[config.mk]
export PLATFORM = sky130hd
export DESIGN_NAME = nmi_vblank_gen
export DESIGN_NICKNAME = d
export VERILOG_FILES = /design/src/rtl/nmi_vblank_pkg.sv /design/src/rtl/nmi_tick_div.sv /design/src/rtl/nmi_vdelay.sv /design/src/rtl/nmi_vblank_det.sv /design/src/rtl/nmi_req.sv /design/src/rtl/nmi_vblank_gen.sv
export SDC_FILE = /design/constraint.sdc
export NUM_CORES = 1
export LEC_CHECK = 0
export BUFFER_PORTS_ARGS = -buffer_cell sky130_fd_sc_hd__clkbuf_2
export CAP_MARGIN = 20
export CELL_PAD_IN_SITES_DETAIL_PLACEMENT = 1
export CELL_PAD_IN_SITES_GLOBAL_PLACEMENT = 1
export CORE_AREA = 2 2 55 57
export CTS_BUF_LIST = sky130_fd_sc_hd__clkbuf_2 sky130_fd_sc_hd__clkbuf_4 sky130_fd_sc_hd__clkbuf_8
export CTS_CLUSTER_SIZE = 12
export DETAILED_ROUTE_END_ITERATION = 10
export DIE_AREA = 0 0 57 59
export PLACE_DENSITY_LB_ADDON = 0.3
export SLEW_MARGIN = 20
export SYNTH_ARGS = -nofsm -noshare
export SYNTH_HDL_FRONTEND = slang
export SYNTH_HIERARCHICAL = 1
export SYNTH_SLANG_ARGS = --single-unit
[constraint.sdc]
create_clock -name clk_i -period 2.7 [get_ports clk_i]
set_input_delay 0.135 -clock clk_i [delete_from_list [all_inputs] [get_ports clk_i]]
set_output_delay 0.135 -clock clk_i [all_outputs]
set_load 0.03 [all_outputs]
[src/rtl/nmi_vblank_pkg.sv]
package nmi_vblank_pkg;
  localparam int unsigned CTRL_W      = 8;
  localparam int unsigned CTRL_EN_BIT = 7;
  localparam int unsigned EVAL_DIV    = 4;
  localparam int unsigned VDLY_DEPTH  = 2;
endpackage

[src/rtl/nmi_tick_div.sv]
module nmi_tick_div #(
  parameter int unsigned DIV = 4
) (
  input  logic clk_i,
  input  logic rst_ni,
  output logic tick_o
);
  localparam int unsigned CW = (DIV > 1) ? $clog2(DIV) : 1;
  localparam logic [CW-1:0] LAST = CW'(DIV - 1);

  logic [CW-1:0] cnt_q;

  always_ff @(posedge clk_i or negedge rst_ni) begin
    if (!rst_ni)            cnt_q <= '0;
    else if (cnt_q == LAST) cnt_q <= '0;
    else                    cnt_q <= cnt_q + 1'b1;
  end

  assign tick_o = (cnt_q == LAST);
endmodule

[src/rtl/nmi_vdelay.sv]
module nmi_vdelay #(
  parameter int unsigned W     = 9,
  parameter int unsigned DEPTH = 2
) (
  input  logic         clk_i,
  input  logic         rst_ni,
  input  logic [W-1:0] d_i,
  output logic [W-1:0] q_o
);
  logic [W-1:0] stage_q [DEPTH];

  for (genvar i = 0; i < DEPTH; i++) begin : g_stage
    always_ff @(posedge clk_i or negedge rst_ni) begin
      if (!rst_ni) stage_q[i] <= '0;
      else         stage_q[i] <= (i == 0) ? d_i : stage_q[(i == 0) ? 0 : i-1];
    end
  end

  assign q_o = stage_q[DEPTH-1];
endmodule

[src/rtl/nmi_vblank_det.sv]
module nmi_vblank_det #(
  parameter int unsigned W = 9
) (
  input  logic         clk_i,
  input  logic         rst_ni,
  input  logic         tick_i,
  input  logic [W-1:0] vdly_i,
  input  logic [W-1:0] vdisp_i,
  input  logic         rd_i,
  output logic         flag_o,
  output logic         hold_o,
  output logic         hold_fall_o
);
  logic in_blank, valid_q, flag_q, hold_q;
  logic valid_d, flag_d, hold_d;

  assign in_blank = (vdly_i >= vdisp_i);

  always_comb begin
    valid_d = valid_q;
    flag_d  = flag_q;
    hold_d  = hold_q;
    if (rd_i && !hold_q) flag_d = 1'b0;
    if (tick_i) begin
      hold_d = 1'b0;
      if (in_blank != valid_q) begin
        valid_d = in_blank;
        flag_d  = in_blank;
        hold_d  = in_blank;
      end
    end
  end

  always_ff @(posedge clk_i or negedge rst_ni) begin
    if (!rst_ni) begin
      valid_q <= 1'b0;
      flag_q  <= 1'b0;
      hold_q  <= 1'b0;
    end else begin
      valid_q <= valid_d;
      flag_q  <= flag_d;
      hold_q  <= hold_d;
    end
  end

  assign flag_o      = flag_q;
  assign hold_o      = hold_q;
  assign hold_fall_o = tick_i & hold_q;
endmodule

[src/rtl/nmi_req.sv]
module nmi_req (
  input  logic clk_i,
  input  logic rst_ni,
  input  logic hold_fall_i,
  input  logic flag_i,
  input  logic en_we_i,
  input  logic en_wbit_i,
  input  logic insn_last_i,
  output logic en_o,
  output logic pend_o,
  output logic take_o
);
  logic en_q, pend_q, take_q;
  logic set_req, consume;

  assign set_req = (hold_fall_i & en_q) | (en_we_i & en_wbit_i & ~en_q & flag_i);
  assign consume = insn_last_i & pend_q;

  always_ff @(posedge clk_i or negedge rst_ni) begin
    if (!rst_ni) begin
      en_q   <= 1'b0;
      pend_q <= 1'b0;
      take_q <= 1'b0;
    end else begin
      if (en_we_i) en_q <= en_wbit_i;
      pend_q <= (pend_q & ~consume) | set_req;
      take_q <= consume;
    end
  end

  assign en_o   = en_q;
  assign pend_o = pend_q;
  assign take_o = take_q;
endmodule

[src/rtl/nmi_vblank_gen.sv]
module nmi_vblank_gen
  import nmi_vblank_pkg::*;
#(
  parameter int unsigned V_W = 9
) (
  input  logic              clk_i,
  input  logic              rst_ni,
  input  logic [V_W-1:0]    vcount_i,
  input  logic [V_W-1:0]    vdisp_i,
  input  logic              ctrl_we_i,
  input  logic [CTRL_W-1:0] ctrl_wdata_i,
  input  logic              stat_rd_i,
  input  logic              insn_last_i,
  output logic              flag_o,
  output logic              take_o
);
  logic           tick;
  logic [V_W-1:0] vdly;
  logic           hold_q, hold_fall, en_q, pend_q;
  logic           unused_ctrl;

  assign unused_ctrl = ^{ctrl_wdata_i[CTRL_EN_BIT-1:0]};

  nmi_tick_div #(.DIV(EVAL_DIV)) u_div (
    .clk_i (clk_i), .rst_ni(rst_ni), .tick_o(tick)
  );

  nmi_vdelay #(.W(V_W), .DEPTH(VDLY_DEPTH)) u_dly (
    .clk_i(clk_i), .rst_ni(rst_ni), .d_i(vcount_i), .q_o(vdly)
  );

  nmi_vblank_det #(.W(V_W)) u_det (
    .clk_i      (clk_i),
    .rst_ni     (rst_ni),
    .tick_i     (tick),
    .vdly_i     (vdly),
    .vdisp_i    (vdisp_i),
    .rd_i       (stat_rd_i),
    .flag_o     (flag_o),
    .hold_o     (hold_q),
    .hold_fall_o(hold_fall)
  );

  nmi_req u_req (
    .clk_i      (clk_i),
    .rst_ni     (rst_ni),
    .hold_fall_i(hold_fall),
    .flag_i     (flag_o),
    .en_we_i    (ctrl_we_i),
    .en_wbit_i  (ctrl_wdata_i[CTRL_EN_BIT]),
    .insn_last_i(insn_last_i),
    .en_o       (en_q),
    .pend_o     (pend_q),
    .take_o     (take_o)
  );
endmodule

==> parameters.txt <==
Parameter                              Value

Die
  Effective utilization at floorplan ... between 40% and 50%
  Area enclosed by the die boundary ... ~3400 um^2
  Die height ... roughly 59 um
  Die boundary width ... between 50 and 60 um
  Area of the placeable core ... 2710 um^2
  Cell Rows ... 19
  I/O pins ... 33

CTS
  Sinks on the clock net ... 26
  Number of gates given a new drive strength after cts ... 0
  Insertion delay to the later sink of the worst-skew pair ... around 0.32 ns
  Deepest level of the CTS H-tree ... 1
  CTS buffer count ... 3
  Clock buffer depth ... 2
  Clock root buffer ... sky130_fd_sc_hd__clkbuf_4
  Post-CTS clock slew at the launch and capture registers of the worst setup and hold paths ... 0.14 ns
  CTS tree ... done

STA
  Final critical-path share of the clock period ... approximately four fifths
  Final hold violations ... 0
  Clock period minus final worst setup slack ... around 2.1 ns
  Final number of setup-violating endpoints ... 0
  Count of pins over their slew limit ... 0
  Worst-Margin Slew ... 0.616 ns
  Max-slew headroom ... just under 60%
  Timing-limited maximum frequency ... 469 MHz
  Setup repair after global routing missed its margin ... false
  Worst Setup Slack, final ... roughly 0.57 ns
  Setup tns final ... 0 ns
  Worst Clk Skew ... a little under 0.009 ns
  Hold slack ... 0.0319 ns

Placed design
  Post-Place Setup Slack ... 0.606 ns
  Routability-driven placement congestion ratio ... just over 0.7
  DP Area ... 1180 um^2
  Number of buffers inserted by port buffering ... 25
  Post-detail-place hpwl ... roughly 1.3 mm

Route
  Total via count after detailed routing ... slightly below 700
  Post-route ant nets ... 0
  Via/cell ratio ... roughly 4.6
  Violation count after the first detailed-routing iteration ... 12
  Number of remaining DRC errors ... 0
  Count of TritonRoute iterations in the first routing pass ... 2
  Detail-routed net length per standard cell ... 11.9 um
  Post-Route WL ... 1.75 mm

Power
  Static leakage power ... ~0.7 nW
  Total power per unit cell area ... 624 nW/um^2
  Peak VDD IR ... 0.000424 V
  Total power of the final layout ... between 0.8 and 0.9 mW

Global routing
  Total global routing overflow ... 0
  Vias in the first global route ... roughly 700
  Largest net degree at the start of global routing ... 27
  Initial antenna violation count ... 0
  Global-route wire length before repair ... around 3.0 mm
  Total routing resource utilization after global routing ... between 10% and 20%

Synth
  Fraction of registers with async set or reset after synthesis ... 100%
  Top post-synthesis cells by area ... sky130_fd_sc_hd__dfrtp_1, sky130_fd_sc_hd__ha_1, sky130_fd_sc_hd__buf_4, sky130_fd_sc_hd__inv_1, sky130_fd_sc_hd__a22oi_2
  Top FF cell, synth ... sky130_fd_sc_hd__dfrtp_1
  Cell with the most instances after synthesis ... sky130_fd_sc_hd__dfrtp_1
  Synthesized flop and latch total ... 26
  Area share of the leading cell type in the synthesized netlist ... between 50 and 60%
  Number of instances in the synthesized netlist ... 86
  Syn nets ... about 130
  Most numerous cell types in the synthesized netlist ... sky130_fd_sc_hd__dfrtp_1, sky130_fd_sc_hd__ha_1, sky130_fd_sc_hd__inv_1, sky130_fd_sc_hd__buf_4
  Ys Warns ... 6
  Sequential share of the synthesized area ... between 50% and 60%
  Area leader, netlist ... sky130_fd_sc_hd__dfrtp_1
  Area of the mapped netlist ... approximately 1100 um^2
  Syn_area_per_cell ... about 13 um^2
  Number of synthesized flops with an enable pin ... 0
  Number of unique standard cell types used by synthesis ... 20

Worst setup path
  Critical Path End ... u_det/valid_q
  End of the worst register-to-register path ... u_det/valid_q
  Top fanout value on the critical path ... 3
  Worst setup EP type ... register
  CP Launch Point ... u_dly/q_o[2]
  Arrival time worst endpoint ... ~2.3 ns
  Critical path class ... register to register
  R2r worst-path depth ... 9
  Launching point of the worst reg2reg path ... u_dly/q_o[2]
  Required time of the worst setup path ... ~2.9 ns
  Reg-to-reg setup timing slack ... between 0.5 and 0.6 ns
  Critical Path Start Type ... register

Finish
  Ratio of cells with drive above 1 in the final layout ... a little under a third
  Final-stage net count ... about 160
  Filler Cell Count ... slightly below 300
  Antenna cell count ... 0
  P&R area growth vs syn ... 22.9%
  Summed area of non-filler cells in the final layout ... 1340 um^2

Hold path
  Type of the worst min-delay path ... primary input to register

Flow run
  Count of maximum capacitance violations ... 0

Status
  Result of the run ... finished clean
[layout make-up]
cell class	count	area [um^2]	area share, %
Clock buffer	3	22.5	1.69
Timing Repair Buffer	35	225	16.9
Clock inverter	1	30.0	2.25
Inverter	11	41.3	3.09
Tap cell	31	38.8	2.90
Sequential cell	26	651	48.7
Multi-Input combinational cell	40	328	24.5
[power by group]
part           switching [mW]  total, mW  internal, mW  leakage (nW)
clock network           0.113      0.263         0.150        0.0279
registers              0.0159      0.441         0.425         0.310
logic                  0.0651      0.130        0.0653         0.356
[cell families (layout without fill, tap and decap cells)]
group	after synthesis	in the layout	share of synthesized area (%)
fa+ha+maj	11	11	12.7
compound gates	11	11	7.02
buf+inv	20	50	10.0
flops	26	26	59.8
simple gates	16	16	8.05
mux	2	2	2.42
[metal layers]
metal | GRT usage [%] | vias to the layer above | routed length [um]
li1 | - | 331 | -
met5 | 0 | - | 0
met4 | 7.97 | 0 | 33
met2 | 21.7 | 18 | 852
met1 | 13.5 | 321 | 779
met3 | 2.62 | 4 | 84
[state kept, by name (all words and copies together) (netlist names)]
name,cells
u_det/flag_o,1
u_det/hold_o,1
u_det/valid_q,1
u_div/cnt_q,2
u_dly/q_o,9
u_dly/stage_q,9
u_req/en_o,1
u_req/pend_o,1
u_req/take_o,1
[cell usage in the layout, fill, tap and decap left out]
master,Yosys,routed
sky130_fd_sc_hd__dfrtp_1,26,26
sky130_fd_sc_hd__o211ai_1,1,1
sky130_fd_sc_hd__nand2_1,4,4
sky130_fd_sc_hd__clkbuf_4,0,3
sky130_fd_sc_hd__nand4_2,1,1
sky130_fd_sc_hd__a21oi_2,1,1
sky130_fd_sc_hd__inv_1,11,11
sky130_fd_sc_hd__ha_1,11,11
sky130_fd_sc_hd__a22oi_2,2,2
sky130_fd_sc_hd__nor2_1,3,3
sky130_fd_sc_hd__bufinv_16,0,1
sky130_fd_sc_hd__mux2_4,1,1
sky130_fd_sc_hd__o21ai_0,1,1
sky130_fd_sc_hd__nor2b_1,1,1
sky130_fd_sc_hd__dlygate4sd3_1,0,10
sky130_fd_sc_hd__nand3_1,1,1
sky130_fd_sc_hd__and2_1,2,2
sky130_fd_sc_hd__o21ai_1,2,2
sky130_fd_sc_hd__mux2_2,1,1
sky130_fd_sc_hd__a21oi_1,4,4
sky130_fd_sc_hd__clkbuf_2,0,25
sky130_fd_sc_hd__nand2b_1,3,3
sky130_fd_sc_hd__nor2_2,1,1
[worst min path at each step]
stage	start	endpoint	slack (ns)	cells after the start
6_report	insn_last_i	u_req/take_o	0.03	2
3_3_place_gp	rst_ni	u_dly/q_o[4]	0.18	1
3_5_place_dp	rst_ni	u_dly/q_o[4]	0.18	1
4_1_cts	insn_last_i	u_req/take_o	0.02	2
5_1_grt	insn_last_i	u_req/take_o	0.03	2
2_1_floorplan	rst_ni	u_det/flag_o	-0.16	0
[stage by stage]
step,cells,util (%)
floorplan,86,-
global placement,133,43.7
detailed placement,133,43.7
CTS,147,49.3
global route,147,49.3
finish,147,49.3
[repair_timing]
action / 4_1_cts / 5_1_grt
buffers inserted: 0 / 0
hold buffers: 10 / 0
hold endpoints to repair: 35 / 0
[worst max-delay path: stages (launching register included)]
cell and delay (ns):
sky130_fd_sc_hd__dfrtp_1 0.40, sky130_fd_sc_hd__ha_1 0.29, sky130_fd_sc_hd__a21oi_1 0.13, sky130_fd_sc_hd__o21ai_1 0.10
sky130_fd_sc_hd__a21oi_2 0.24, sky130_fd_sc_hd__nand2b_1 0.10, sky130_fd_sc_hd__ha_1 0.27, sky130_fd_sc_hd__nand2b_1 0.19
sky130_fd_sc_hd__nor2_1 0.22, sky130_fd_sc_hd__a22oi_2 0.08
Note: power is estimated with default switching activity, not from simulation.
